==> src/rtl/spi_stat_pkg.sv <==
package spi_stat_pkg;

    localparam int OP_W   = 8;
    localparam int STAT_W = 8;

    localparam logic [OP_W-1:0] OPC_WREN = 8'h06;
    localparam logic [OP_W-1:0] OPC_RDSR = 8'h05;
    localparam logic [OP_W-1:0] OPC_WRSR = 8'h01;

    localparam int B_WEL  = 1;
    localparam int B_LOCK = 7;

    // bits 7 (lock), 5, 3, 2 are writable; 0, 1, 4, 6 are cleared by a write
    localparam logic [STAT_W-1:0] WR_MASK = 8'hAC;

    typedef enum logic [2:0] {
        PH_CMD,
        PH_WEN,
        PH_RD,
        PH_WR,
        PH_SKIP
    } phase_e;

    typedef struct packed {
        logic sck;
        logic hold_n;
        logic cs_n;
    } pins_t;

    localparam pins_t IDLE_PINS = '{sck: 1'b0, hold_n: 1'b1, cs_n: 1'b1};

    function automatic phase_e op_phase(input logic [OP_W-1:0] op);
        case (op)
            OPC_WREN: return PH_WEN;
            OPC_RDSR: return PH_RD;
            OPC_WRSR: return PH_WR;
            default:  return PH_SKIP;
        endcase
    endfunction

    function automatic logic wrsr_ok(input logic wel, input logic wp_n,
                                     input logic lock);
        return wel && (wp_n || !lock);
    endfunction

endpackage

==> src/rtl/spi_pin_edges.sv <==
module spi_pin_edges #(
    parameter int             W       = 3,
    parameter logic [W-1:0]   RST_VAL = '0
) (
    input  logic         clk,
    input  logic         rst,
    input  logic [W-1:0] pins_i,
    output logic [W-1:0] rise_o,
    output logic [W-1:0] fall_o
);
    logic [W-1:0] prev_q;

    always_ff @(posedge clk) begin
        if (rst) prev_q <= RST_VAL;
        else     prev_q <= pins_i;
    end

    for (genvar g = 0; g < W; g++) begin : g_edge
        assign rise_o[g] =  pins_i[g] & ~prev_q[g];
        assign fall_o[g] = ~pins_i[g] &  prev_q[g];
    end
endmodule

==> src/rtl/spi_hold_ctl.sv <==
module spi_hold_ctl (
    input  logic clk,
    input  logic rst,
    input  logic csn_i,
    input  logic sck_i,
    input  logic hold_rise_i,
    input  logic hold_fall_i,
    output logic paused_o,
    output logic err_o
);
    logic paused_q;
    logic err_q;
    logic hold_edge;

    assign hold_edge = hold_rise_i | hold_fall_i;

    always_ff @(posedge clk) begin
        if (rst || csn_i) begin
            paused_q <= 1'b0;
        end else if (!sck_i) begin
            if (hold_fall_i)      paused_q <= 1'b1;
            else if (hold_rise_i) paused_q <= 1'b0;
        end
    end

    always_ff @(posedge clk) begin
        if (rst)                            err_q <= 1'b0;
        else if (!csn_i && sck_i && hold_edge) err_q <= 1'b1;
    end

    assign paused_o = paused_q;
    assign err_o    = err_q;
endmodule

==> src/rtl/spi_cmd_engine.sv <==
module spi_cmd_engine
    import spi_stat_pkg::*;
#(
    parameter int OPW = OP_W
) (
    input  logic           clk,
    input  logic           rst,
    input  logic           csn_i,
    input  logic           cs_rise_i,
    input  logic           cs_fall_i,
    input  logic           sck_rise_i,
    input  logic           sck_fall_i,
    input  logic           paused_i,
    input  logic           si_i,
    input  logic [OPW-1:0] stat_i,
    output logic           so_o,
    output logic           so_en_o,
    output logic           wren_go_o,
    output logic           wrsr_go_o,
    output logic [OPW-1:0] wdata_o
);
    localparam int CNT_W = $clog2(OPW + 2);
    localparam int IDX_W = $clog2(OPW);
    localparam logic [CNT_W-1:0] CNT_LAST = CNT_W'(OPW - 1);
    localparam logic [CNT_W-1:0] CNT_FULL = CNT_W'(OPW);
    localparam logic [CNT_W-1:0] CNT_OVER = CNT_W'(OPW + 1);
    localparam logic [IDX_W-1:0] TOP_IDX  = IDX_W'(OPW - 1);

    phase_e           ph_q;
    logic [CNT_W-1:0] cnt_q;
    logic [OPW-1:0]   sh_q;
    logic [IDX_W-1:0] idx_q;
    logic             so_q;
    logic             active;
    logic [OPW-1:0]   sh_nx;

    assign active = !csn_i && !paused_i;
    assign sh_nx  = {sh_q[OPW-2:0], si_i};

    always_ff @(posedge clk) begin
        if (rst || csn_i || cs_fall_i) begin
            ph_q  <= PH_CMD;
            cnt_q <= '0;
            sh_q  <= '0;
            idx_q <= '0;
            so_q  <= 1'b0;
        end else if (active) begin
            if (sck_rise_i) begin
                sh_q <= sh_nx;
                case (ph_q)
                    PH_CMD: begin
                        if (cnt_q == CNT_LAST) begin
                            cnt_q <= '0;
                            ph_q  <= op_phase(sh_nx);
                        end else begin
                            cnt_q <= cnt_q + 1'b1;
                        end
                    end
                    PH_WEN:  ph_q <= PH_SKIP;
                    PH_WR:   if (cnt_q != CNT_OVER) cnt_q <= cnt_q + 1'b1;
                    default: ;
                endcase
            end
            if (sck_fall_i && ph_q == PH_RD) begin
                so_q  <= stat_i[TOP_IDX - idx_q];
                idx_q <= idx_q + 1'b1;
            end
        end
    end

    assign so_o      = so_q;
    assign so_en_o   = active && (ph_q == PH_RD);
    assign wren_go_o = cs_rise_i && !paused_i && (ph_q == PH_WEN);
    assign wrsr_go_o = cs_rise_i && !paused_i && (ph_q == PH_WR) && (cnt_q == CNT_FULL);
    assign wdata_o   = sh_q;
endmodule

==> src/rtl/spi_stat_reg.sv <==
module spi_stat_reg
    import spi_stat_pkg::*;
(
    input  logic              clk,
    input  logic              rst,
    input  logic              wren_go_i,
    input  logic              wrsr_go_i,
    input  logic [STAT_W-1:0] wdata_i,
    input  logic              wp_n_i,
    output logic [STAT_W-1:0] stat_o
);
    logic [STAT_W-1:0] stat_q;

    always_ff @(posedge clk) begin
        if (rst) begin
            stat_q <= '0;
        end else if (wrsr_go_i) begin
            if (wrsr_ok(stat_q[B_WEL], wp_n_i, stat_q[B_LOCK]))
                stat_q <= wdata_i & WR_MASK;
            else
                stat_q[B_WEL] <= 1'b0;
        end else if (wren_go_i) begin
            stat_q[B_WEL] <= 1'b1;
        end
    end

    assign stat_o = stat_q;
endmodule

==> src/rtl/spi_status_slave.sv <==
module spi_status_slave
    import spi_stat_pkg::*;
(
    input  logic              clk,
    input  logic              rst,
    input  logic              cs_n,
    input  logic              sck,
    input  logic              si,
    input  logic              hold_n,
    input  logic              wp_n,
    output logic              so,
    output logic              so_en,
    output logic [STAT_W-1:0] status,
    output logic              hold_err
);
    pins_t             pins_now;
    pins_t             pin_rise;
    pins_t             pin_fall;
    logic              paused;
    logic              wren_go;
    logic              wrsr_go;
    logic [STAT_W-1:0] wdata;
    logic [STAT_W-1:0] stat_w;

    assign pins_now = '{sck: sck, hold_n: hold_n, cs_n: cs_n};

    spi_pin_edges #(
        .W       ($bits(pins_t)),
        .RST_VAL (IDLE_PINS)
    ) u_edges (
        .clk    (clk),
        .rst    (rst),
        .pins_i (pins_now),
        .rise_o (pin_rise),
        .fall_o (pin_fall)
    );

    spi_hold_ctl u_hold (
        .clk         (clk),
        .rst         (rst),
        .csn_i       (cs_n),
        .sck_i       (sck),
        .hold_rise_i (pin_rise.hold_n),
        .hold_fall_i (pin_fall.hold_n),
        .paused_o    (paused),
        .err_o       (hold_err)
    );

    spi_cmd_engine #(
        .OPW (STAT_W)
    ) u_cmd (
        .clk        (clk),
        .rst        (rst),
        .csn_i      (cs_n),
        .cs_rise_i  (pin_rise.cs_n),
        .cs_fall_i  (pin_fall.cs_n),
        .sck_rise_i (pin_rise.sck),
        .sck_fall_i (pin_fall.sck),
        .paused_i   (paused),
        .si_i       (si),
        .stat_i     (stat_w),
        .so_o       (so),
        .so_en_o    (so_en),
        .wren_go_o  (wren_go),
        .wrsr_go_o  (wrsr_go),
        .wdata_o    (wdata)
    );

    spi_stat_reg u_stat (
        .clk       (clk),
        .rst       (rst),
        .wren_go_i (wren_go),
        .wrsr_go_i (wrsr_go),
        .wdata_i   (wdata),
        .wp_n_i    (wp_n),
        .stat_o    (stat_w)
    );

    assign status = stat_w;
endmodule

==> config.mk <==
export PLATFORM = sky130hd
export DESIGN_NAME = spi_status_slave
export DESIGN_NICKNAME = d
export VERILOG_FILES = /design/src/rtl/spi_stat_pkg.sv /design/src/rtl/spi_pin_edges.sv /design/src/rtl/spi_hold_ctl.sv /design/src/rtl/spi_cmd_engine.sv /design/src/rtl/spi_stat_reg.sv /design/src/rtl/spi_status_slave.sv
export SDC_FILE = /design/constraint.sdc
export NUM_CORES = 1
export LEC_CHECK = 0
export BUFFER_PORTS_ARGS = -buffer_cell sky130_fd_sc_hd__clkbuf_2
export CAP_MARGIN = 10
export CORE_UTILIZATION = 40
export DETAILED_ROUTE_END_ITERATION = 8
export PLACE_DENSITY = 0.67
export RECOVER_POWER = 100
export SLEW_MARGIN = 20
export SYNTH_ARGS = -nofsm -noshare
export SYNTH_HDL_FRONTEND = slang
export SYNTH_SLANG_ARGS = --single-unit
==> constraint.sdc <==
create_clock -name clk -period 4.97 [get_ports clk]
set_input_delay 0.2485 -clock clk [delete_from_list [all_inputs] [get_ports clk]]
set_output_delay 0.2485 -clock clk [all_outputs]
set_load 0.01 [all_outputs]
==> results by group, run 1 <==
Run status
  – Status: finished, violations left
  – Failing checks: capacitance limit, slew limit

Clock tree
  – CTS tree: done
  – Post-CTS setup buffers: 0
  – CTS Sinks: 29
  – Clk root buf: clkbuf_4
  – Clock Latency Late Sink: between 300 and 400 ps
  – TritonCTS Buffers: 5
  – CTS max path bufs: 2
  – Worst-path clk slew: around 90 ps
  – Post-CTS sizing: 0
  – CTS Hold Bufs: 0
  – Clock H-tree levels: 2

STA
  – Worst Skew: between 10 and 15 ps
  – Measured slew at the worst slew-check pin: roughly 1700 ps
  – Finish-stage setup viols: 0
  – Fin. Hold Viols: 0
  – Setup TNS: 0 ps
  – RSZ-0062 raised after global routing: false
  – Fmax achieved: about 370 MHz
  – Final Max Slew Viols: 4
  – Slew headroom: -0.1327
  – Fin crit share: 0.5409
  – Tmin final: 2688 ps

Setup path
  – Worst Path Required: approximately 5200 ps
  – Delay-heaviest family, CP: compound AO/OA/AOI/OAI gates
  – Crit path buf inv count: 0
  – Critical Path End Type: flip-flop
  – R2r startpoint: u_cmd.ph_q[0]$_SDFFE_PP0P_
  – FF-to-FF End: u_stat.stat_o[5]$_SDFFE_PP0P_
  – WP data arrival: just under 3000 ps
  – CP Class: reg -> reg
  – Crit path launch: u_cmd.ph_q[0]$_SDFFE_PP0P_
  – CP startpoint kind: flip-flop
  – Worst R2R Setup Slack: about 2300 ps
  – CP peak stage delay: roughly 1400 ps
  – CP max stage cell: a2111oi_0
  – R2R depth: 4
  – Crit-path cells: nand4bb_1 > a2111oi_0 > mux2i_1 > nor2_1
  – Crit. path cell count: 4
  – Largest fanout on the critical path: 8
  – CP Capture Point: u_stat.stat_o[5]$_SDFFE_PP0P_

Global routing
  – Total gr overflow: 0
  – First-pass GRT wire length: 4981 um
  – GRT Util Overall: 0.1895
  – Initial antenna violation count: 0
  – Largest net degree at the start of global routing: 16
  – Vias in the first global route: 1109

Detailed routing
  – Drt pass-1 iters: 4
  – Via/cell ratio: 5.105
  – Post-detailed-route wirelength per cell: 13.12 um
  – Drt drc: 0
  – Initial drt markers: 41
  – Via count: ~1100
  – Post-DRT Antenna Nets: 0
  – WL final: approximately 2900 um

Job
  – Max-Cap Viols: 1

Worst hold path
  – Hold crit path type: in -> reg

Placement
  – HPWL after DPL: roughly 2100 um
  – Port bufs: 14
  – Placed cell areas: approximately 0.0015 mm2
  – Placer Congestion: around 0.76
  – DP Cell Count: approximately 210

Synthesis
  – Syn Inst Count: 160
  – Post-synth top area cell: dfxtp_1
  – Synth async-reset ratio: 0
  – Synth unique cells: 39
  – Synthesized area per cell: roughly 9 um2
  – Post-synth EDFFs: 0
  – Synth area leaders: dfxtp_1, nand2_1, a21oi_1, ha_1, nor2_1
  – Share of the synthesized area in the top cell type: 0.4106
  – Post-synthesis sequential area ratio: 0.4106
  – Most common cell in the synthesized netlist: dfxtp_1
  – Commonest cells in the netlist: dfxtp_1, nand2_1, nor2_1
  – Post-Syn Area: ~0.0014 mm2
  – Yosys warning count: 0
  – Synth Flop Type: dfxtp_1
  – Seq cells post-synth: 29

Floorplan
  – Row count: 21
  – Die height: slightly above 60 um
  – Initial Util: 0.4204
  – Die area: around 0.0038 mm2
  – IO Count: 18
  – Core area: 0.003363 mm2
  – Die width: between 60 and 70 um

Layout
  – Ratio of cells with drive above 1 in the final layout: 0.1092
  – FF/Latch Area: around 580 um2
  – Inserted Diodes: 0
  – Post-Layout Inst Area: roughly 0.0015 mm2
  – Synth-to-Final Area Change: 5.752%
  – Post-Layout Cell Count: 220
  – Fin util: 0.4446
  – Fin nets: ~190
  – Fill cells: ~380
  – Multi-input logic area: 723.2 um2

Power and ir drop
  – PwrDens: 263.0 mW/mm2
  – Peak VDD IR: ~150 uV
  – Pleak: 0.5250 nW
state kept, by name (all words and copies together) (netlist names):
name,flops
u_cmd.wdata_o,8
u_stat.stat_o,5
u_cmd.cnt_q,4
u_cmd.idx_q,3
u_cmd.ph_q,3
u_edges.prev_q,3
u_cmd.so_o,1
u_hold.err_o,1
u_hold.paused_o,1
cells by family after synthesis:
group / Yosys count / synth area share
other: 1 / 0.002652
AO/OA/AOI/OAI: 31 / 0.1389
flip-flops: 29 / 0.4106
adder cells (fa/ha/maj): 5 / 0.04425
XOR/XNOR: 2 / 0.01239
multiplexers: 6 / 0.05133
AND/OR/NAND/NOR: 70 / 0.2788
buffers and inverters: 16 / 0.06106
worst min-delay path by stage:
| stage | start | to | slack (ps) | cells after the start |
|---|---|---|---|---|
| floorplan | hold_n | u_edges.prev_q[1]$_SDFF_PP1_ | 360 | 1 |
| global placement | u_cmd.wdata_o[7]$_SDFFE_PP0P_ | u_cmd.wdata_o[7]$_SDFFE_PP0P_ | 450 | 2 |
| detailed placement | u_cmd.wdata_o[7]$_SDFFE_PP0P_ | u_cmd.wdata_o[7]$_SDFFE_PP0P_ | 460 | 2 |
| CTS | hold_n | u_edges.prev_q[1]$_SDFF_PP1_ | 90 | 2 |
| global route | hold_n | u_edges.prev_q[1]$_SDFF_PP1_ | 100 | 2 |
| finish | hold_n | u_edges.prev_q[1]$_SDFF_PP1_ | 120 | 2 |
cell type report:
cell class / count / share of cell area
Sequential cell: 29 / 0.3883
Clock inverter: 2 / 0.006695
Tap cell: 46 / 0.03849
Clock buffer: 6 / 0.02762
Inverter: 6 / 0.01506
Timing Repair Buffer: 14 / 0.04017
Multi-Input combinational cell: 117 / 0.4837
cell usage in the layout, fill, tap and decap left out:
cell type / synthesis / routed
and3_1: 1 / 1
clkinv_2: 0 / 2
nor2_1: 16 / 16
mux2i_1: 5 / 5
or4b_1: 0 / 1
conb_1: 1 / 3
nor4b_2: 2 / 1
dfxtp_1: 29 / 29
or2_2: 2 / 2
ha_1: 5 / 5
and2_0: 0 / 1
nand2_1: 25 / 25
mux4_2: 1 / 1
or3_1: 2 / 2
a21oi_1: 15 / 15
nor3_1: 3 / 3
o31ai_1: 2 / 2
nor4b_1: 0 / 1
nand3_1: 1 / 1
nor2b_1: 2 / 2
clkbuf_4: 0 / 5
a211oi_1: 2 / 2
a31o_2: 2 / 2
nor4_1: 1 / 2
o21a_1: 1 / 1
o41ai_1: 1 / 1
xnor2_1: 1 / 1
clkbuf_1: 5 / 9
and4b_1: 3 / 3
nand4bb_1: 1 / 1
inv_1: 6 / 6
a2111oi_0: 1 / 2
o21ai_0: 5 / 5
xor2_1: 1 / 1
a31o_1: 1 / 1
nand2b_1: 2 / 2
nand3b_1: 4 / 4
clkbuf_2: 0 / 6
nor3b_1: 2 / 2
per-layer routing:
| metal | GRT usage | part of all wire |
|---|---|---|
| met5 | 0 | 0 |
| met4 | 0.09841 | 0.029 |
| met3 | 0.06513 | 0.045 |
| met2 | 0.3028 | 0.47 |
| met1 | 0.2260 | 0.46 |
power breakdown:
group / leakage (nW) / switching [mW] / total, mW / internal (mW)
Combinational: 0.258 / 0.0128 / 0.0195 / 0.00668
Clock: 0.0320 / 0.0846 / 0.138 / 0.0537
Sequential: 0.235 / 0.00121 / 0.235 / 0.234
Total: 0.525 / 0.0986 / 0.393 / 0.295
per-stage QoR:
step	setup WS, ps	hold slack (ps)	power (mW)
after floorplan	3131	355.1	0.2592
after global routing	2140	97.43	0.4176
after detailed placement	2995	457.9	0.2621
final	2282	115.8	0.3933
after CTS	3025	93.29	0.4033
after global placement	3057	452.8	0.2613
Note: power is estimated with default switching activity, not from simulation.
==> inputs of run 2 (changes only) <==
--- a/config.mk
+++ b/config.mk
@@ -5,11 +5,12 @@
 export SDC_FILE = /design/constraint.sdc
 export NUM_CORES = 1
 export LEC_CHECK = 0
+export ABC_AREA = 1
 export BUFFER_PORTS_ARGS = -buffer_cell sky130_fd_sc_hd__clkbuf_2
 export CAP_MARGIN = 10
 export CORE_UTILIZATION = 40
 export DETAILED_ROUTE_END_ITERATION = 8
-export PLACE_DENSITY = 0.67
+export PLACE_DENSITY = 0.66
 export RECOVER_POWER = 100
 export SLEW_MARGIN = 20
 export SYNTH_ARGS = -nofsm -noshare
==> constraint.sdc (replaced) <==
create_clock -name clk -period 2.5 [get_ports clk]
set_input_delay 0.125 -clock clk [delete_from_list [all_inputs] [get_ports clk]]
set_output_delay 0.125 -clock clk [all_outputs]
set_load 0.01 [all_outputs]
==> run 2 against run 1 <==
The flow now finishes without violations; worst setup slack worse by 1400 ps; clock-buffer cell count up 1; core utilization up 0.18 points; flip-flop and latch count unchanged; total power up 130%; non-clock buffer count unchanged; via count up 12%; sequential power up 100%; sequential share of layout area down 3.6 points; critical path type unchanged; critical endpoint is now u_cmd.cnt_q[3]$_SDFFE_PP0P_; largest cell class unchanged.
==> results by group, run 2 <==
Setup path
  – Worst Path Required: 2680 ps (was 5190 ps)
  – CP peak stage delay: 400 ps (was 1430 ps)
  – Crit-path cells: inv_1 > nand2_1 > nor2_4 > inv_1 > a21oi_1 > nand2_1 > nand2_1 > nor2_1 (was nand4bb_1 > a2111oi_0 > mux2i_1 > nor2_1)
  – CP Class: reg -> reg (unchanged)
  – CP max stage cell: nor2_4 (was a2111oi_0)
  – CP startpoint kind: flip-flop (unchanged)
  – Crit path buf inv count: 2 (was 0)
  – WP data arrival: 1790 ps (was 2900 ps)
  – Worst path most repeated cell: nand2_1
  – Critical Path End Type: flip-flop (unchanged)
  – Delay-heaviest family, CP: simple AND/OR/NAND/NOR gates (was compound AO/OA/AOI/OAI gates)
  – Largest fanout on the critical path: 20 (was 8)

Global routing
  – Initial antenna violation count: 0 (unchanged)
  – Total gr overflow: 0 (unchanged)
  – First-pass GRT wire length: 4560 um (was 4981 um)
  – Vias in the first global route: 1050 (was 1109)
  – GRT Util Overall: 0.1498 (was 0.1895)
  – Largest net degree at the start of global routing: 21 (was 16)

Power and ir drop
  – Switching share of power: 0.2260 (was 0.2507)
  – PwrDens: 549.7 mW/mm2 (was 263.0 mW/mm2)
  – Peak VDD IR: 317.2 uV (was 151.2 uV)
  – Internal Power: 0.7006 mW (was 0.2947 mW)
  – Pleak: 0.6775 nW (was 0.5250 nW)
  – Sequential group share of total power: 0.519 (was 0.599)
  – Clock network fraction of design power: 0.426 (was 0.352)
  – P_sw: 0.2046 mW (was 0.09858 mW)
  – Combinational share of power: 0.056 (was 0.050)

STA
  – Setup TNS: 0 ps (unchanged)
  – Worst Skew: 5.332 ps (was 12.26 ps)
  – Finish-stage setup viols: 0 (unchanged)
  – Fin crit share: 0.6441 (was 0.5409)
  – Final Max Slew Viols: 0 (was 4)
  – Tmin final: 1610 ps (was 2688 ps)
  – Fin. Hold Viols: 0 (unchanged)
  – RSZ-0062 raised after global routing: false (unchanged)
  – Fmax achieved: 621.1 MHz (was 372.0 MHz)

Clock tree
  – CTS max path bufs: 2 (unchanged)
  – Clock H-tree levels: 2 (unchanged)
  – Clk root buf: clkbuf_8 (was clkbuf_4)
  – Clock Latency Late Sink: 280 ps (was 340 ps)
  – Worst-path clk slew: 60 ps (was 90 ps)
  – Post-CTS setup buffers: 0 (unchanged)
  – TritonCTS Buffers: 5 (unchanged)
  – Post-CTS sizing: 0 (unchanged)
  – CTS Sinks: 29 (unchanged)
  – CTS tree: done (unchanged)
  – CTS Hold Bufs: 0 (unchanged)

Run status
  – Status: finished clean (was finished, violations left)

Detailed routing
  – Post-detailed-route wirelength per cell: 10.12 um (was 13.12 um)
  – Drt pass-1 iters: 4 (unchanged)
  – Via/cell ratio: 4.661 (was 5.105)
  – Via count: 1263 (was 1123)
  – Initial drt markers: 37 (was 41)
  – Drt drc: 0 (unchanged)
  – Post-DRT Antenna Nets: 0 (unchanged)
  – WL final: 2743 um (was 2887 um)

Floorplan
  – Die width: 64.18 um (was 61.45 um)
  – Die height: 64.18 um (was 61.45 um)
  – Die area: 0.004119 mm2 (was 0.003776 mm2)
  – Core area: 0.003689 mm2 (was 0.003363 mm2)
  – Row count: 22 (was 21)
  – Initial Util: 0.4193 (was 0.4204)
  – IO Count: 18 (unchanged)

Synthesis
  – Synth async-reset ratio: 0 (unchanged)
  – Yosys warning count: 0 (unchanged)
  – Syn Inst Count: 209 (was 160)
  – Synth Flop Type: dfxtp_1 (unchanged)
  – Post-synthesis sequential area ratio: 0.3754 (was 0.4106)
  – Synthesized area per cell: 7.399 um2 (was 8.837 um2)
  – Most common cell in the synthesized netlist: nand2_1 (was dfxtp_1)
  – Share of the synthesized area in the top cell type: 0.3754 (was 0.4106)
  – Seq cells post-synth: 29 (unchanged)
  – Post-Syn Area: 0.001546 mm2 (was 0.001414 mm2)
  – Synth area leaders: dfxtp_1, nand2_1, inv_1, nor2_1, a21oi_1 (was dfxtp_1, nand2_1, a21oi_1, ha_1, nor2_1)
  – Post-synth top area cell: dfxtp_1 (unchanged)
  – Commonest cells in the netlist: nand2_1, dfxtp_1, inv_1 (was dfxtp_1, nand2_1, nor2_1)
  – Synth unique cells: 31 (was 39)
  – Post-synth EDFFs: 0 (unchanged)

Layout
  – Synth-to-Final Area Change: 6.473% (was 5.752%)
  – Most common cell after layout, fill and taps aside: nand2_1 (was dfxtp_1)
  – Inserted Diodes: 0 (unchanged)
  – Fin util: 0.4464 (was 0.4446)
  – Number of flip-flops in the largest register: 8 (unchanged)
  – Fin nets: 235 (was 185)
  – Ratio of cells with drive above 1 in the final layout: 0.1256 (was 0.1092)
  – Most frequent cells in the layout: nand2_1, nor2_1, inv_1, dfxtp_1, a21oi_1 (was dfxtp_1, nand2_1, nor2_1, a21oi_1, clkbuf_1)

Placement
  – Placer Congestion: 0.8367 (was 0.7584)
  – HPWL after DPL: 2069 um (was 2068 um)
  – Port bufs: 14 (unchanged)

Worst hold path
  – Hold crit path type: in -> reg (unchanged)

Job
  – Max-Cap Viols: 0 (was 1)
## run 2: routing by layer
metal	up-vias	wire (um)	GRT usage
met5	-	0	0
met4	0	55	0.1000
met3	5	116	0.04286
met2	17	1169	0.2088
met1	557	1402	0.1978
li1	684	-	-
## run 2: worst paths after layout
path / slack (ps) / cells past startpoint / to / startpoint
hold / removal: 30 / 3 / u_edges.prev_q[1]$_SDFF_PP1_ / hold_n
setup reg to reg: 890 / 8 / u_cmd.cnt_q[3]$_SDFFE_PP0P_ / u_hold.paused_o$_SDFFE_PP0P_
setup / recovery: 890 / 8 / u_cmd.cnt_q[3]$_SDFFE_PP0P_ / u_hold.paused_o$_SDFFE_PP0P_
hold reg to reg: 460 / 1 / u_hold.err_o$_SDFFE_PP0P_ / u_hold.err_o$_SDFFE_PP0P_
## run 2: layout make-up
| cell class | count | area [um2] |
|---|---|---|
| inverters | 31 | 116.4 |
| repair buffers | 14 | 58.81 |
| multi-input cells | 142 | 744.5 |
| well taps | 48 | 60.06 |
| fillers | 396 | 2042 |
| clock buffers | 7 | 86.33 |
| flip-flops and latches | 29 | 580.6 |
## run 2: stage by stage
| step | std cells | worst slack, ps | cell area, um2 | total power, mW | hold WS [ps] |
|---|---|---|---|---|---|
| after floorplan | 211 | 1283 | 1554 | 0.5294 | 225.3 |
| after global placement | 264 | 997.3 | 1607 | 0.5328 | 316.7 |
| after detailed placement | 264 | 946.4 | 1607 | 0.5331 | 317.8 |
| after CTS | 271 | 938.2 | 1693 | 0.9243 | 30.11 |
| after global routing | 271 | 717.6 | 1647 | 0.9510 | 39.22 |
| final | 271 | 889.8 | 1647 | 0.9052 | 34.15 |
## run 2: power groups by stage
stage	combinational, mW	clock, mW	sequential, mW
final	0.0503	0.385	0.470
after global routing	0.0571	0.424	0.470
after CTS	0.0536	0.401	0.470
after detailed placement	0.0533	0	0.480
after global placement	0.0530	0	0.480
after floorplan	0.0494	0	0.480
## run 2: cell families after synthesis
logic type	Yosys count	share of synthesized area
adders and majority gates	5	0.04045
and+or+nand+nor	95	0.2994
xor gates and xnor gates	2	0.01133
buffers and inverters	40	0.1254
AOI/OAI and AO/OA	37	0.1456
other	1	0.002425
DFF	29	0.3754
## run 2: tightest hold or removal path, delay by kind of cell
family                 cells  cell delay [ps]
buffers and inverters      2              110
AND/OR/NAND/NOR            1               40
==> inputs of run 3 (changes only) <==
==> constraint.sdc (replaced) <==
create_clock -name clk -period 1.6 [get_ports clk]
set_input_delay 0.08 -clock clk [delete_from_list [all_inputs] [get_ports clk]]
set_output_delay 0.08 -clock clk [all_outputs]
set_load 0.01 [all_outputs]
==> run 3 against run 2 <==
Design area is 1.1% higher; die area stayed put; clock power up 54%; clock skew up 1.0 ps; wire length about the same.
==> results by group, run 3 (synthesis results as in run 2) <==
Run status
  – Status: finished clean (unchanged)

Worst hold path
  – Hold wc startpoint: hold_n (unchanged)
  – Hold path depth: 3 (unchanged)
  – Hold crit path type: in -> reg (unchanged)
  – Hold worst-path end: u_edges.prev_q[1]$_SDFF_PP1_ (unchanged)

Layout
  – Post-Layout Cell Count: 272 (was 271)
  – Synth-to-Final Area Change: 7.686% (was 6.473%)
  – Post-Layout Inst Area: 0.001665 mm2 (was 0.001647 mm2)
  – Ratio of cells with drive above 1 in the final layout: 0.1384 (was 0.1256)
  – Number of flip-flops in the largest register: 8 (unchanged)
  – Most common cell after layout, fill and taps aside: nand2_1 (unchanged)
  – Fill cells: 386 (was 396)
  – Inserted Diodes: 0 (unchanged)
  – Fin nets: 236 (was 235)
  – Most frequent cells in the layout: nand2_1, nor2_1, inv_1, dfxtp_1, a21oi_1 (unchanged)

Detailed routing
  – Via count: 1272 (was 1263)
  – Post-detailed-route wirelength per cell: 10.08 um (was 10.12 um)
  – Post-DRT Antenna Nets: 0 (unchanged)
  – Via/cell ratio: 4.676 (was 4.661)
  – Drt drc: 0 (unchanged)
  – WL final: 2742 um (was 2743 um)
  – Initial drt markers: 44 (was 37)
  – Drt pass-1 iters: 4 (unchanged)

STA
  – Finish-stage setup viols: 0 (unchanged)
  – Fin. Hold Viols: 0 (unchanged)
  – Final setup margin: 207.6 ps (was 889.8 ps)
  – Fmax achieved: 718.2 MHz (was 621.1 MHz)
  – Tmin final: 1392 ps (was 1610 ps)
  – Setup TNS: 0 ps (unchanged)
  – Fin crit share: 0.8703 (was 0.6441)
  – RSZ-0062 raised after global routing: false (unchanged)
  – Worst Skew: 6.333 ps (was 5.332 ps)
  – Final Max Slew Viols: 0 (unchanged)

Clock tree
  – Worst-path clk slew: 60 ps (about the same)
  – Post-CTS setup buffers: 0 (unchanged)
  – CTS Hold Bufs: 0 (unchanged)
  – Post-CTS sizing: 0 (unchanged)
  – Clk root buf: clkbuf_8 (unchanged)
  – TritonCTS Buffers: 5 (unchanged)
  – CTS Sinks: 29 (unchanged)
  – CTS tree: done (unchanged)
  – Clock Latency Late Sink: 280 ps (about the same)
  – CTS max path bufs: 2 (unchanged)
  – Clock H-tree levels: 2 (unchanged)

Setup path
  – Largest fanout on the critical path: 6 (was 20)
  – FF-to-FF End: u_stat.stat_o[7]$_SDFFE_PP0P_ (was u_cmd.cnt_q[3]$_SDFFE_PP0P_)
  – Crit-path cells: inv_1 > ha_1 > and3_1 > nand3_1 > nand2_1 > a21oi_1 (was inv_1 > nand2_1 > nor2_4 > inv_1 > a21oi_1 > nand2_1 > nand2_1 > nor2_1)
  – Worst R2R Setup Slack: 210 ps (was 890 ps)
  – WP data arrival: 1600 ps (was 1790 ps)
  – CP max stage cell: dfxtp_1 (was nor2_4)
  – Worst Path Required: 1800 ps (was 2680 ps)
  – R2R depth: 6 (was 8)
  – CP startpoint kind: flip-flop (unchanged)
  – Critical Path End Type: flip-flop (unchanged)
  – CP Class: reg -> reg (unchanged)
  – R2r startpoint: u_cmd.cnt_q[0]$_SDFFE_PP0P_ (was u_hold.paused_o$_SDFFE_PP0P_)
  – CP peak stage delay: 390 ps (was 400 ps)

Power and ir drop
  – Clock network fraction of design power: 0.420 (was 0.426)
  – Pleak: 0.6845 nW (was 0.6775 nW)
  – Combinational share of power: 0.058 (was 0.056)
  – Internal Power: 1.097 mW (was 0.7006 mW)
  – Sequential group share of total power: 0.522 (was 0.519)
  – Switching share of power: 0.2206 (was 0.2260)
  – PwrDens: 844.9 mW/mm2 (was 549.7 mW/mm2)
  – Peak VDD IR: 426.7 uV (was 317.2 uV)
  – P_sw: 0.3104 mW (was 0.2046 mW)

Placement
  – HPWL after DPL: 2105 um (was 2069 um)
  – Placer Congestion: 0.7578 (was 0.8367)
  – Place WS: 254.5 ps (was 946.4 ps)
  – DP Cell Count: 265 (was 264)
  – Port bufs: 14 (unchanged)
  – Placed cell areas: 0.001614 mm2 (was 0.001607 mm2)

Floorplan
  – Core area: 0.003689 mm2 (unchanged)
  – Die area: 0.004119 mm2 (unchanged)
  – Initial Util: 0.4193 (unchanged)
  – IO Count: 18 (unchanged)
  – Die height: 64.18 um (unchanged)
  – Row count: 22 (unchanged)
  – Die width: 64.18 um (unchanged)

Global routing
  – Vias in the first global route: 1129 (was 1050)
  – GRT Util Overall: 0.1466 (was 0.1498)
  – Total gr overflow: 0 (unchanged)
  – Largest net degree at the start of global routing: 17 (was 21)
  – Initial antenna violation count: 0 (unchanged)
  – First-pass GRT wire length: 4609 um (was 4560 um)

Job
  – Max-Cap Viols: 0 (unchanged)
-- run 3: power by group through the flow --
| stage | combinational, mW | sequential, mW | clock (mW) |
|---|---|---|---|
| floorplan | 0.0772 | 0.750 | 0 |
| global placement | 0.0857 | 0.750 | 0 |
| detailed placement | 0.0853 | 0.750 | 0 |
| CTS | 0.0857 | 0.734 | 0.605 |
| global route | 0.0942 | 0.735 | 0.640 |
| finish | 0.0820 | 0.734 | 0.591 |
-- run 3: worst max-delay path by stage --
stage | cells after the start | from | to | slack [ps]
3_5_place_dp | 6 | u_cmd.cnt_q[0]$_SDFFE_PP0P_ | u_cmd.ph_q[0]$_SDFFE_PP0P_ | 250
4_1_cts | 6 | u_cmd.cnt_q[0]$_SDFFE_PP0P_ | u_cmd.ph_q[0]$_SDFFE_PP0P_ | 230
3_3_place_gp | 6 | u_cmd.cnt_q[0]$_SDFFE_PP0P_ | u_cmd.ph_q[0]$_SDFFE_PP0P_ | 240
6_report | 6 | u_cmd.cnt_q[0]$_SDFFE_PP0P_ | u_stat.stat_o[7]$_SDFFE_PP0P_ | 210
5_1_grt | 8 | u_cmd.cnt_q[1]$_SDFFE_PP0P_ | u_cmd.cnt_q[0]$_SDFFE_PP0P_ | 80
2_1_floorplan | 7 | u_cmd.cnt_q[0]$_SDFFE_PP0P_ | u_stat.stat_o[7]$_SDFFE_PP0P_ | 380
-- run 3: worst max-delay path: cells and delay by family, from the launching register on --
family,cells,cell delay (ps)
simple gates,3,530
flops,1,390
fa+ha+maj,1,190
compound gates,1,140
buf+inv,1,80
-- run 3: layout make-up --
cell class	count	area (um2)	area share
flip-flops and latches	29	580.6	0.3486
inverters	31	116.4	0.06987
repair buffers	15	63.81	0.03832
multi-input cells	142	758.2	0.4553
well taps	48	60.06	0.03606
clock buffers	7	86.33	0.05184
-- run 3: through the flow --
| step | utilization | hold slack, ps | power (mW) |
|---|---|---|---|
| after floorplan | - | 180.3 | 0.8271 |
| after global placement | 0.4376 | 274.6 | 0.8354 |
| after detailed placement | 0.4376 | 297.2 | 0.8354 |
| after CTS | 0.4610 | 14.12 | 1.425 |
| after global routing | 0.4515 | 24.24 | 1.468 |
| final | 0.4515 | 7.455 | 1.407 |
-- run 3: routing by layer --
layer,track usage,share of wire,vias up
met1,0.1812,0.50,551
met5,0,0,-
li1,-,-,691
met3,0.04821,0.039,7
met2,0.2340,0.44,23
met4,0.05833,0.018,0
